[src/rtl/msk_pkg.sv]
package msk_pkg;
  localparam int LFSR_W = 32;
  localparam logic [LFSR_W-1:0] SEED_FALLBACK = 32'h1D87_2B41;

  // Fibonacci step for x^32 + x^22 + x^2 + x + 1 (maximal length)
  function automatic logic [LFSR_W-1:0] lfsr_next(input logic [LFSR_W-1:0] s);
    return {s[LFSR_W-2:0], s[31] ^ s[21] ^ s[1] ^ s[0]};
  endfunction

  // Flat position of the pair (i, j), i < j, among m shares
  function automatic int pair_index(input int i, input int j, input int m);
    int p;
    p = 0;
    for (int k = 0; k < i; k++) p += m - 1 - k;
    return p + (j - i - 1);
  endfunction

  // Mirrored cross term; the inner XOR is evaluated first
  function automatic logic mirror_term(input logic z_fwd, input logic ai, input logic bj,
                                       input logic aj, input logic bi);
    logic inner;
    inner = z_fwd ^ (ai & bj);
    return inner ^ (aj & bi);
  endfunction
endpackage

[src/rtl/msk_prng.sv]
module msk_prng
  import msk_pkg::*;
#(
  parameter int NBITS = 4
) (
  input  logic              clk,
  input  logic              rst_n,
  input  logic              seed_load,
  input  logic [LFSR_W-1:0] seed,
  output logic [NBITS-1:0]  rnd
);
  logic [LFSR_W-1:0] state_q;
  logic [LFSR_W-1:0] state_adv;
  logic [LFSR_W-1:0] seed_fixed;
  logic              seed_is_zero;

  always_comb begin
    state_adv = state_q;
    rnd       = '0;
    for (int k = 0; k < NBITS; k++) begin
      state_adv = lfsr_next(state_adv);
      rnd[k]    = state_adv[0];
    end
  end

  assign seed_is_zero = (seed == '0);
  assign seed_fixed   = seed_is_zero ? SEED_FALLBACK : seed;

  always_ff @(posedge clk) begin
    if (!rst_n)         state_q <= SEED_FALLBACK;
    else if (seed_load) state_q <= seed_fixed;
    else                state_q <= state_adv;
  end

  p_prng_nonzero_r8: assert property (@(posedge clk) disable iff (!rst_n)
    state_q != '0);

  p_seed_taken_r7: assert property (@(posedge clk) disable iff (!rst_n)
    seed_load && !seed_is_zero |=> state_q == $past(seed));
endmodule

[src/rtl/msk_and_core.sv]
module msk_and_core
  import msk_pkg::*;
#(
  parameter int M = 3
) (
  input  logic [M-1:0]         a_sh,
  input  logic [M-1:0]         b_sh,
  input  logic [M*(M-1)/2-1:0] z_rand,
  output logic [M-1:0]         c_sh
);
  localparam int NP = M * (M - 1) / 2;

  logic [NP-1:0] z_fwd;
  logic [NP-1:0] z_rev;

  for (genvar gi = 0; gi < M; gi++) begin : g_row
    for (genvar gj = gi + 1; gj < M; gj++) begin : g_col
      localparam int P = pair_index(gi, gj, M);
      assign z_fwd[P] = z_rand[P];
      assign z_rev[P] = mirror_term(z_rand[P], a_sh[gi], b_sh[gj], a_sh[gj], b_sh[gi]);
    end
  end

  always_comb begin
    for (int i = 0; i < M; i++) begin
      c_sh[i] = a_sh[i] & b_sh[i];
      for (int j = 0; j < M; j++) begin
        if (j > i)      c_sh[i] = c_sh[i] ^ z_fwd[pair_index(i, j, M)];
        else if (j < i) c_sh[i] = c_sh[i] ^ z_rev[pair_index(j, i, M)];
      end
    end
  end
endmodule

[src/rtl/msk_refresh.sv]
module msk_refresh #(
  parameter int M = 3
) (
  input  logic [M-1:0] sh_in,
  input  logic [M-2:0] r_bits,
  output logic [M-1:0] sh_out
);
  logic last_mix;

  for (genvar gk = 0; gk < M - 1; gk++) begin : g_low
    assign sh_out[gk] = sh_in[gk] ^ r_bits[gk];
  end

  assign last_mix   = ^r_bits;
  assign sh_out[M-1] = sh_in[M-1] ^ last_mix;

  always_comb begin
    if (^sh_in !== 1'bx)
      a_refresh_parity_r5: assert (^sh_out == ^sh_in);
  end
endmodule

[src/rtl/masked_share_unit.sv]
module masked_share_unit
  import msk_pkg::*;
#(
  parameter int T = 1,
  localparam int M = 2 * T + 1
) (
  input  logic              clk,
  input  logic              rst_n,
  input  logic              seed_load,
  input  logic [LFSR_W-1:0] seed,
  input  logic              in_valid,
  input  logic              op_sel,
  input  logic [M-1:0]      a_sh,
  input  logic [M-1:0]      b_sh,
  output logic              out_valid,
  output logic [M-1:0]      c_sh
);
  localparam int NP = M * (M - 1) / 2;
  localparam int NR = M - 1;
  localparam int NB = NP + NR;

  logic [NB-1:0] rnd;
  logic [NP-1:0] z_bits;
  logic [NR-1:0] r_bits;
  logic [M-1:0]  not_res;
  logic [M-1:0]  and_res;
  logic [M-1:0]  op_res;
  logic [M-1:0]  refreshed;
  logic [M-1:0]  c_q;
  logic          v_q;
  logic          capture;
  logic          refresh_evt;

  msk_prng #(.NBITS(NB)) u_prng (
    .clk      (clk),
    .rst_n    (rst_n),
    .seed_load(seed_load),
    .seed     (seed),
    .rnd      (rnd)
  );

  assign z_bits = rnd[NP-1:0];
  assign r_bits = rnd[NB-1:NP];

  msk_and_core #(.M(M)) u_and (
    .a_sh  (a_sh),
    .b_sh  (b_sh),
    .z_rand(z_bits),
    .c_sh  (and_res)
  );

  msk_refresh #(.M(M)) u_refresh (
    .sh_in (c_q),
    .r_bits(r_bits),
    .sh_out(refreshed)
  );

  assign not_res     = {a_sh[M-1:1], ~a_sh[0]};
  assign op_res      = op_sel ? and_res : not_res;
  assign capture     = in_valid;
  assign refresh_evt = !in_valid;

  always_ff @(posedge clk) begin
    if (!rst_n) begin
      c_q <= '0;
      v_q <= 1'b0;
    end else begin
      v_q <= capture;
      if (capture)          c_q <= op_res;
      else if (refresh_evt) c_q <= refreshed;
    end
  end

  assign out_valid = v_q;
  assign c_sh      = c_q;

  p_latency_r4: assert property (@(posedge clk) disable iff (!rst_n)
    in_valid |=> out_valid);
  p_no_spurious_r4: assert property (@(posedge clk) disable iff (!rst_n)
    !in_valid |=> !out_valid);
  p_not_shares_r2: assert property (@(posedge clk) disable iff (!rst_n)
    in_valid && !op_sel |=> c_sh == ($past(a_sh) ^ M'(1)));
  p_and_value_r3: assert property (@(posedge clk) disable iff (!rst_n)
    in_valid && op_sel |=> (^c_sh) == ((^$past(a_sh)) & (^$past(b_sh))));
  p_hold_value_r5: assert property (@(posedge clk) disable iff (!rst_n)
    !in_valid |=> (^c_sh) == $past(^c_sh));
endmodule

[config.mk]
export PLATFORM = sky130hd
export DESIGN_NAME = masked_share_unit
export DESIGN_NICKNAME = d
export VERILOG_FILES = /design/src/rtl/msk_pkg.sv /design/src/rtl/msk_prng.sv /design/src/rtl/msk_and_core.sv /design/src/rtl/msk_refresh.sv /design/src/rtl/masked_share_unit.sv
export SDC_FILE = /design/constraint.sdc
export NUM_CORES = 1
export LEC_CHECK = 0
export ABC_AREA = 1
export BUFFER_PORTS_ARGS = -buffer_cell sky130_fd_sc_hd__clkbuf_2
export CORE_ASPECT_RATIO = 0.9
export CORE_MARGIN = 2
export CORE_UTILIZATION = 50
export DETAILED_ROUTE_END_ITERATION = 12
export HOLD_SLACK_MARGIN = 0.03
export PLACE_DENSITY = 0.76
export SLEW_MARGIN = 30
export SYNTH_ARGS = -nofsm -noshare
export SYNTH_HDL_FRONTEND = slang
export SYNTH_SLANG_ARGS = --single-unit
[constraint.sdc]
create_clock -name clk -period 1.7 [get_ports clk]
set_clock_uncertainty 0.15 [all_clocks]
set_input_delay 0.17 -clock clk [delete_from_list [all_inputs] [get_ports clk]]
set_output_delay 0.17 -clock clk [all_outputs]
set_load 0.01 [all_outputs]
**Word level (Yosys, flattened, before mapping)**

Cells that the tools add are included.
Widths: inputs -> output; s select.

- Output and inout port bits: 4
- Word-level logic and storage cells: 49
- Bits in registers: 36

- Mux-type cells: 4
- Bitwise gates (word level): 40
- Reduce and logical (&&, ||, !) cells: 2

Operators with widths:

| kind | number |
|---|---|
| $mux 32 | 2 |
| $logic_not 32->1 | 1 |
| $xor 1x1->1 | 30 |
| $and 1x1->1 | 9 |
| $mux 3 | 2 |
| $reduce_xor 2->1 | 1 |
| $not 1->1 | 1 |

**Logic depth before layout (Yosys ltp)**

Gate-level depths: netlist of run 1.

- Word-level depth: 10
- Gate-level depth with buffers: 13
- Depth with buffers taken out: 13

**Hierarchy**

A second synthesis of run 1 with hierarchy kept.

- Cell total of the unflattened synthesis: 291
- Area total of the unflattened synthesis: 1959.4 µm²

By module, submodules not included:

| module | area each (µm²) | cells an instance | instances | sequential area each (µm²) |
|---|---|---|---|---|
| msk_prng | 1463.9 | 196 | 1 | 640.6 |
| msk_and_core | 276.5 | 58 | 1 | 0.0 |
| masked_share_unit | 166.4 | 26 | 1 | 80.1 |
| msk_refresh | 52.6 | 11 | 1 | 0.0 |

**Worst setup path before layout of run 1**

OpenSTA, ideal clock, no wires.

- Path type: register to register
- Start: register u_prng.state_q[0]
- End: register c_q[1], in the netlist c_sh[1]
- Arrival: 1.263 ns
- Library setup time: 0.121 ns
- Stages on the path, launching flop included: 11
- Setup slack: 0.166 ns
- Buffers on the path: 0
- Path through: dfxtp_1 > inv_2 > nand2_1 > nand3_2 > nand2_4 > xor2_2 > inv_2 > a21oi_1 > o21ai_1 > nand2_1 > a21oi_1

- Word-level cells in the longest chain between the ends: 7

RTL lines:

| what | RTL line | text |
|---|---|---|
| start: declaration | msk_prng.sv:12 | `logic [LFSR_W-1:0] state_q;` |
| start signal: assignment | msk_prng.sv:31 | `else if (seed_load) state_q <= seed_fixed;` |
| start signal: assignment | msk_prng.sv:32 | `else state_q <= state_adv;` |
| $xor 1x1->1 | msk_pkg.sv:7 | `return {s[LFSR_W-2:0], s[31] ^ s[21] ^ s[1] ^ s[0]};` |
| $xor 1x1->1, on equally long branches | msk_pkg.sv:7, msk_pkg.sv:22 |  |
| $xor 1x1->1, on equally long branches | msk_pkg.sv:7, msk_pkg.sv:23 |  |
| $xor 1x1->1, on equally long branches | msk_pkg.sv:7, msk_and_core.sv:29 |  |
| $xor 1x1->1, on equally long branches | msk_pkg.sv:7, msk_and_core.sv:28 |  |
| $xor 1x1->1 or $mux 3 (tied branches) | msk_refresh.sv:11, masked_share_unit.sv:59 |  |
| $mux 3 (*) | masked_share_unit.sv:69 | `if (capture) c_q <= op_res;` |
| end signal: assignment | masked_share_unit.sv:69 |  |
| end signal: assignment | masked_share_unit.sv:70 | `else if (refresh_evt) c_q <= refreshed;` |
| end: declaration | masked_share_unit.sv:29 | `logic [M-1:0] c_q;` |

Every way passes the cells marked *; elsewhere a longest branch is shown, timed or not.
A chain may end at the register's enable or synchronous reset.

**Final worst setup path of run 1**

Ends and elaborated chain as after synthesis.

==> metrics.cfg, run 1 <==
[sta]
tns_ps = -62.9
relSlewSlack_pct = 71.9
rsz0062_at_grt = true
setup-violations-final = 2
fin_crit_ps = 1760
hold_viol_final = 0
timing.hold.ws_ps = 63.1
fin_crit_sh_pct = 104
slew_violations = 0
max_freq_mhz = 567
worst_slew_pin_slew_ps = 418
final.setup.worst_slack_ps = -62.4

[global_route]
grt_overflow = 0
grtUsageTotal_pct = 27.6
grt_first_pass_wirelength_um = 8240
grt_max_degree = 28
antenna_found_initial = 0
grt_pass1_vias = 1808

[synthesis]
yosysMostFrequentCell = nand2_1
synth.top_cell.area_share_pct = 40.9
synth_mux_area_share_pct = 0
synth-edff-count = 0
ys_ff_latch = 36
yosysWarnings = 0
synth_top_family_by_area = simple AND/OR/NAND/NOR gates
syn_avg_cell_area_um2 = 7.44
ys_types = 28
synth_area_um2 = 1760
async_reset_ff_share_pct = 0
synthSimpleGateAreaFrac_pct = 31.2
synth_fa_ha_area_share_pct = 0
synth_compound_area_share_pct = 14.7
syn_inst = 237
synth-xor-area-share_pct = 6.32
synth_top_flop_cell = dfxtp_1
syn_nets = 280
yosysTopAreaCell = dfxtp_1
ys_seq_area_share_pct = 40.9
synth.area.top_cells = dfxtp_1 (41%), nand2_1 (8.5%), nor2_1 (7.0%)
synth_common_cells = nand2_1 (40), dfxtp_1 (36), nor2_1 (33)

[routing]
drt-total-wl_um = 5570
viasPerCell = 5.48
drc_errors = 0
vias = 2010
wl_per_cell_um = 15.2
drtIter0Drc = 104
ant_nets = 0
drtPass1Iterations = 5

[die]
die_w_um = 66.6
rows = 20
core_um2 = 3380
die_area_um2 = 4020
io_pins = 47
start_util_pct = 52.2
die_height_um = 60.3

[worst_setup_path]
crit_slowest_cell = dfxtp_2
slowest_delay_ps = 340
cp-end-kind = register
crit_family = simple AND/OR/NAND/NOR gates
startpoint = u_prng.state_q[0]
reg2reg_from = u_prng.state_q[0]
cp.arrival_ps = 1780
cp-start-kind = register
path_buf_inv = 2
cp_common_cell = nand2_2
crit_chain = inv_2 -> nand2_2 -> nand2_2 -> nand2_2 -> nand2_4 -> xor2_4 -> inv_2 -> a21oi_1 -> o21ai_1 -> nand2_1 -> a21oi_1
cp_data_required_time_ps = 1720
path_max_fanout = 5
path_class = register to register

[pwr]
p_int_uw = 1560
clkPwrFrac_pct = 25.1
switching_share_pct = 34.8
power_frac_comb_pct = 34.8
power_leakage_uw = 0.00123
cellPowerDensity_nw_per_um2 = 911
switchingPower_uw = 836
finalPower_uw = 2400
power_frac_seq_pct = 40.1
ir_drop_mv = 0.769

[clocking]
numCtsBuffers = 5
cts_sinks = 36
htree_levels = 2
cts_tree = yes
cts-root-buf = clkbuf_8
clk_pin_slew_ps = 70
clockBufferDepth = 2
clkLatencyLatePin_ps = 290

[finish]
nNetsFinal = 365
final_cell_area_um2 = 2640
antenna_cells = 0
areaGrowthSynthToFinish_pct = 49.5
drive_above_1_share_pct = 34.7

[run_status]
violations = negative setup slack
outcome = finished with violations

[place]
dp_hpwl_um = 3340
place_area_um2 = 2080
preCtsSetupSlack_ps = -59.9
io_buffer_count = 46
place.gp.congestion = 0.870

[run]
max_cap_violations = 0

[worst_hold_path]
hp-start = seed[0]
hp-class = primary input to register

-- stage by stage --
step	std cells	utilization [%]
CTS	364	73.1
finish	367	78.0
floorplan	237	-
global route	367	78.0
detailed placement	327	61.6
global placement	327	61.6
-- cell type report --
class	count	area, um2
multi-input combinational	169	1060
fill	225	742
sequential	36	726
timing repair buffer	87	623
inverter	23	88.8
clock buffer	5	68.8
tap	44	55.1
clock inverter	3	18.8
-- worst paths after layout --
path                        endpoint  slack [ps]  cells after the start
setup / recovery             c_sh[1]         -60                     11
hold / removal     u_prng.state_q[0]          60                      3
setup reg to reg             c_sh[1]         -60                     11
hold reg to reg   u_prng.state_q[13]         290                      2
-- kinds of logic (layout without fill, tap and decap cells) --
family,count (synthesis),count (layout)
AND/OR/NAND/NOR,113,113
AO/OA/AOI/OAI,45,45
flip-flops,36,36
buffers and inverters,32,118
XOR/XNOR,11,11
-- state kept, by name (all words and copies together), names as in the netlist --
name            count
c_sh                3
out_valid           1
u_prng.state_q     32
-- power by group through the flow --
| stage | Clock [uW] | Combinational [uW] | Sequential [uW] |
|---|---|---|---|
| after floorplan | 0 | 417 | 972 |
| after global placement | 0 | 596 | 973 |
| after detailed placement | 0 | 598 | 975 |
| after CTS | 598 | 665 | 957 |
| after global routing | 647 | 907 | 968 |
| final | 602 | 836 | 963 |
-- worst register-to-register path: stages (launching register included) --
cell and delay, ps:
dfxtp_2 340, inv_2 80, nand2_2 70, nand2_2 70, nand2_2 60, nand2_4 150, xor2_4 230, inv_2 100
a21oi_1 160, o21ai_1 100, nand2_1 80, a21oi_1 60
-- layer usage --
| layer | track usage (%) | part of all wire (%) |
|---|---|---|
| met5 | 0 | 0 |
| met4 | 11.4 | 2.6 |
| met3 | 5.19 | 8.0 |
| met2 | 47.6 | 49 |
| met1 | 34.3 | 40 |
-- layout by cell type (no fill, tap or decap), types with 4 or more instances in the layout --
master,instances
nand2_1,34
nand2_2,8
inv_2,5
nand3_2,8
nand3_1,7
nor4_1,6
buf_4,11
o22ai_1,13
clkbuf_2,45
a211oi_1,4
dfxtp_1,32
inv_1,16
clkbuf_8,5
nand3_4,4
a21oi_1,6
xor2_1,6
nor2_1,33
dfxtp_2,4
o21ai_0,16
dlygate4sd3_1,28
nand2_4,6
-- timing repair --
action / 4_1_cts / 5_1_grt
endpoints found under the hold margin: 29 / 0
hold buffers: 29 / 0
resized for setup: 2 / 35
endpoints found under the setup margin: 3 / 17
pin swaps: 1 / 20
setup buffers: 0 / 4
(Power assumes the default switching activity.)
==> run 2: changes to the inputs <==
--- a/config.mk
+++ b/config.mk
@@ -13,6 +13,7 @@
 export DETAILED_ROUTE_END_ITERATION = 12
 export HOLD_SLACK_MARGIN = 0.03
 export PLACE_DENSITY = 0.76
+export SKIP_LAST_GASP = 1
 export SLEW_MARGIN = 30
 export SYNTH_ARGS = -nofsm -noshare
 export SYNTH_HDL_FRONTEND = slang
==> run 2 against run 1 <==
  * The flow still finishes with violations (negative setup slack)
  * First-iteration DRC count is 11% lower
  * Clock power rose by 0.7%
  * Non-clock buffer count did not move
  * Die area stayed put
  * Core utilization is 0.11 points lower
  * Sequential power barely moved
  * Cell area decreased by 0.14%
  * Global-route usage is the same
  * Critical path type unchanged
  * Largest power group unchanged
  * Highest routed layer unchanged
==> metrics.cfg, run 2 (synthesized netlist as in run 1, its figures left out) <==
[run_status]
outcome = finished with violations
violations = negative setup slack

[place]
place.gp.congestion = 0.870
preCtsSetupSlack_ps = -59.9
dp_hpwl_um = 3340
io_buffer_count = 46
dp_cells = 327

[sta]
fin_crit_sh_pct = 104
slew_violations = 0
setup-violations-final = 2
hold_viol_final = 0
max_freq_mhz = 563
final.setup.worst_slack_ps = -74.7
timing.hold.ws_ps = 44.5
relSlewSlack_pct = 73.3
tns_ps = -76.0
fin_crit_ps = 1770
worst_slew_pin_slew_ps = 397
rsz0062_at_grt = true

[routing]
viasPerCell = 5.44
ant_nets = 0
drtIter0Drc = 93
wl_per_cell_um = 15.2
drtPass1Iterations = 5
drc_errors = 0
vias = 1997
drt-total-wl_um = 5560

[die]
start_util_pct = 52.2
core_um2 = 3380
rows = 20
die_w_um = 66.6
die_height_um = 60.3
io_pins = 47
die_area_um2 = 4020

[finish]
antenna_cells = 0
final_common_cell = clkbuf_2
areaGrowthSynthToFinish_pct = 49.3
largest_register_ffs = 32
nNetsFinal = 365
largest-register = u_prng.state_q
drive_above_1_share_pct = 34.4
layout_common_cells = clkbuf_2 (45), nand2_1 (34), nor2_1 (33)
fin_cells = 367

[clocking]
clkLatencyLatePin_ps = 290
cts_tree = yes
cts-root-buf = clkbuf_8
htree_levels = 2
clk_pin_slew_ps = 80
numCtsBuffers = 5
cts_sinks = 36
clockBufferDepth = 2

[worst_setup_path]
crit_end = c_sh[1]
rrSetupSlack_ps = -70
crit_slowest_cell = dfxtp_2
cp-end-kind = register
path_class = register to register
cp_data_required_time_ps = 1720
crit_chain = inv_2 -> nand2_2 -> nand2_2 -> nand2_2 -> nand2_4 -> xor2_4 -> inv_2 -> a21oi_1 -> o21ai_1 -> nand2_1 -> a21oi_1
startpoint = u_prng.state_q[0]
path_max_fanout = 5
r2r_end = c_sh[1]
reg2reg_from = u_prng.state_q[0]
reg2regPathDepth = 11
cp.arrival_ps = 1800
slowest_delay_ps = 340
cp_common_cell = nand2_2
cp-start-kind = register

[global_route]
grt_overflow = 0
grtUsageTotal_pct = 27.6
grt_max_degree = 28
grt_pass1_vias = 1808
antenna_found_initial = 0
grt_first_pass_wirelength_um = 8240

[run]
max_cap_violations = 0

[pwr]
ir_drop_mv = 0.749
power_leakage_uw = 0.00123
cellPowerDensity_nw_per_um2 = 913

[worst_hold_path]
hp-class = primary input to register

[run 2: changes by cell type in the layout (fill, tap and decap cells not counted)]
cell	previous run	this run
o21ai_2	2	1
o21ai_1	1	2
[run 2: worst min path at each step]
| stage | from | end | slack [ps] | cells past startpoint |
|---|---|---|---|---|
| 3_3_place_gp | seed[9] | u_prng.state_q[9] | 250 | 3 |
| 5_1_grt | seed[2] | u_prng.state_q[2] | 70 | 3 |
| 6_report | seed[0] | u_prng.state_q[0] | 40 | 3 |
| 4_1_cts | seed[4] | u_prng.state_q[4] | 40 | 3 |
| 3_5_place_dp | in_valid | out_valid | 260 | 3 |
| 2_1_floorplan | in_valid | out_valid | 110 | 2 |
[run 2: critical path, delay by kind of cell, from the launching register on]
kind	cells	cell delay (ps)
simple gates	5	430
flops	1	340
compound gates	3	340
xor+xnor	1	230
buf+inv	2	170
[run 2: cell type report]
cell class | count | area [um2]
tap | 44 | 55.1
timing repair buffer | 87 | 623
inverter | 23 | 88.8
clock inverter | 3 | 18.8
fill | 228 | 746
sequential | 36 | 726
clock buffer | 5 | 68.8
multi-input combinational | 169 | 1050
[run 2: where the power goes]
part           leakage, uW  internal, uW  switching [uW]
registers         0.000301           921            43.0
logic             0.000878           358             475
clock network    0.0000479           286             320
total              0.00123          1560             839
[run 2: what timing repair did]
action | in CTS | in global routing
pin swaps | 1 | 20
hold endpoints to repair | 29 | 0
setup buffers | 0 | 4
endpoints found under the setup margin | 3 | 17
gates resized for setup | 2 | 34
hold buffers | 29 | 0
[run 2: per-layer routing]
layer | vias to the layer above | track usage (%) | share of wire, %
li1 | 960 | - | -
met2 | 90 | 47.6 | 49
met3 | 16 | 5.19 | 7.3
met1 | 931 | 34.3 | 41
met5 | - | 0 | 0
met4 | 0 | 11.4 | 2.4
[run 2: metrics by stage]
step	utilization (%)	area (um2)	power (uW)
6_report	77.9	2630	2400
3_3_place_gp	61.6	2080	1570
3_5_place_dp	61.6	2080	1570
4_1_cts	73.1	2470	2220
5_1_grt	77.9	2630	2520
2_1_floorplan	-	1760	1390
==> run 3: changes to the inputs <==
--- a/config.mk
+++ b/config.mk
@@ -5,14 +5,13 @@
 export SDC_FILE = /design/constraint.sdc
 export NUM_CORES = 1
 export LEC_CHECK = 0
-export ABC_AREA = 1
 export BUFFER_PORTS_ARGS = -buffer_cell sky130_fd_sc_hd__clkbuf_2
 export CORE_ASPECT_RATIO = 0.9
 export CORE_MARGIN = 2
 export CORE_UTILIZATION = 50
 export DETAILED_ROUTE_END_ITERATION = 12
 export HOLD_SLACK_MARGIN = 0.03
-export PLACE_DENSITY = 0.76
+export PLACE_DENSITY = 0.77
 export SKIP_LAST_GASP = 1
 export SLEW_MARGIN = 30
 export SYNTH_ARGS = -nofsm -noshare
==> run 3 against run 2 <==
  * The run still ends with negative setup slack left
  * Die area fell by 2.9%
  * Combinational power rose by 8.2%
  * Sequential power rose by 2.2%
  * Clock power rose by 1%
  * Core utilization fell by 4.3 points
  * Critical endpoint unchanged
  * Synthesized cell count fell by 23%
  * Global-route usage fell by 2.4 points
  * Worst hold slack got worse by 10 ps
  * Fmax fell by 2.9%
  * Cell area fell by 6.9%
  * Setup slack got worse by 52 ps
==> metrics.cfg, run 3 <==
[die]
core_um2 = 3330
die_area_um2 = 3900
rows = 20
io_pins = 47
start_util_pct = 51.4
die_height_um = 59.5
die_w_um = 65.6

[finish]
largest_register_ffs = 32
final_common_cell = clkbuf_2
nNetsFinal = 302
largest-register = u_prng.state_q
nFillCells = 225
final_cell_area_um2 = 2450
areaGrowthSynthToFinish_pct = 43.3
drive_above_1_share_pct = 32.7
layout_common_cells = clkbuf_2 (46), dfxtp_1 (34), o21ai_0 (20)
utilization_pct = 73.6
antenna_cells = 0

[run_status]
outcome = finished with violations
violations = negative setup slack

[sta]
max_freq_mhz = 547
relSlewSlack_pct = 61.7
slew_violations = 0
worst_slew_pin_slew_ps = 575
hold_viol_final = 0
final.setup.worst_slack_ps = -127
fin_crit_sh_pct = 107
rsz0062_at_grt = true
timing.hold.ws_ps = 34.4
fin_crit_ps = 1830
setup-violations-final = 8

[routing]
drc_errors = 0
ant_nets = 0
viasPerCell = 5.12
drtIter0Drc = 49
drtPass1Iterations = 4
drt-total-wl_um = 4510
vias = 1557
wl_per_cell_um = 14.8

[synthesis]
async_reset_ff_share_pct = 0
synth_top_flop_cell = dfxtp_1
ys_ff_latch = 36
synth.area.top_cells = dfxtp_1 (42%), mux2i_1 (9.4%), nor3b_1 (6.1%)
ys_seq_area_share_pct = 42.2
synth_common_cells = dfxtp_1 (36), o21ai_0 (20), nor2_1 (18)
ys_types = 27
syn_avg_cell_area_um2 = 9.34
synth_area_um2 = 1710
yosysWarnings = 0
syn_nets = 226
syn_inst = 183
synth.top_cell.area_share_pct = 42.2
yosysMostFrequentCell = dfxtp_1
yosysTopAreaCell = dfxtp_1
synth-edff-count = 0

[worst_setup_path]
rrSetupSlack_ps = -130
path_class = register to register
cp.arrival_ps = 1910
cp_common_cell = xnor2_2
path_max_fanout = 2
slowest_delay_ps = 330
crit_chain = xor2_2 -> xnor2_2 -> xnor2_2 -> xnor3_1 -> mux2_2 -> a21oi_1
cp-end-kind = register
crit_family = XOR/XNOR gates
cp-start-kind = register
cp_data_required_time_ps = 1780
crit_slowest_cell = dfxtp_1
path_buf_inv = 0

[place]
place_area_um2 = 2080
place.gp.congestion = 0.758
io_buffer_count = 46
preCtsSetupSlack_ps = -163
dp_hpwl_um = 2930

[pwr]
cellPowerDensity_nw_per_um2 = 1020
finalPower_uw = 2500
ir_drop_mv = 0.816
power_leakage_uw = 0.00109

[global_route]
grt_first_pass_wirelength_um = 7160
grtUsageTotal_pct = 25.2
grt_overflow = 0
grt_max_degree = 37
grt_pass1_vias = 1572
antenna_found_initial = 0

[clocking]
clockBufferDepth = 2
cts_sinks = 36
cts-root-buf = clkbuf_8
clk_pin_slew_ps = 70
htree_levels = 2
numCtsBuffers = 5
cts_tree = yes
clkLatencyLatePin_ps = 300

[run]
max_cap_violations = 0

[worst_hold_path]
hp-class = primary input to register

run 3: changes by cell type in the layout (fill, tap and decap cells not counted), sizes merged, moves of 4 or more:
cell         previous run  this run
a211oi                  4         0
nand3                  19         1
nor3b                   0        14
dlygate4sd3            28        18
nor2b                   0        15
nor2                   34        18
a21oi                   8         4
o22ai                  13         1
nand2                  48         3
mux2i                   0        16
inv                    22         3
xnor2                   2        13
run 3: cell type report:
class,count,area [um2],share of cell area [%]
multi-input combinational,135,1040,42.3
tap,44,55.1,2.25
sequential,36,723,29.5
inverter,3,11.3,0.460
clock inverter,3,18.8,0.766
timing repair buffer,78,536,21.9
clock buffer,5,68.8,2.81
run 3: final timing paths:
check | startpoint | endpoint | cells after the start
hold reg to reg | u_prng.state_q[25] | u_prng.state_q[30] | 2
hold / removal | seed[18] | u_prng.state_q[18] | 3
setup / recovery | u_prng.state_q[29] | c_sh[1] | 6
setup reg to reg | u_prng.state_q[29] | c_sh[1] | 6
run 3: repair_timing:
item / 4_1_cts / 5_1_grt
gates resized for setup: 9 / 8
gates cloned: 0 / 1
setup buffers: 1 / 0
hold buffers: 18 / 0
hold endpoints to repair: 18 / 0
pin swaps: 8 / 0
endpoints found under the setup margin: 5 / 17
run 3: report_power, final:
part | switching (uW) | internal [uW]
Combinational | 393 | 508
Sequential | 47.7 | 937
Clock | 329 | 285
Total | 770 | 1730
run 3: stage by stage:
stage	cells	setup TNS, ps
3_3_place_gp	276	-157
3_5_place_dp	276	-348
5_1_grt	304	-1400
6_report	304	-414
2_1_floorplan	183	-76.3
4_1_cts	303	-264
run 3: routing by layer:
layer  global-route usage (%)  vias to the layer above  share of wire, %
met1                     30.7                      718                44
li1                         -                      784                 -
met3                     4.94                       10               4.9
met2                     42.6                       45                49
met5                        0                        -                 0
met4                     12.8                        0               2.2
run 3: kinds of logic (layout without fill, tap and decap cells):
group,after synthesis,after routing,synth area share [%]
buffers and inverters,12,89,2.64
AND/OR/NAND/NOR,66,66,22.0
AO/OA/AOI/OAI,30,30,9.81
XOR/XNOR,22,22,13.3
flip-flops,36,36,42.2
multiplexers,17,17,10.0
run 3: worst min-delay path, cell delays in order:
cell and delay, ps:
clkbuf_2 100, nor3b_1 50, o21ai_0 120
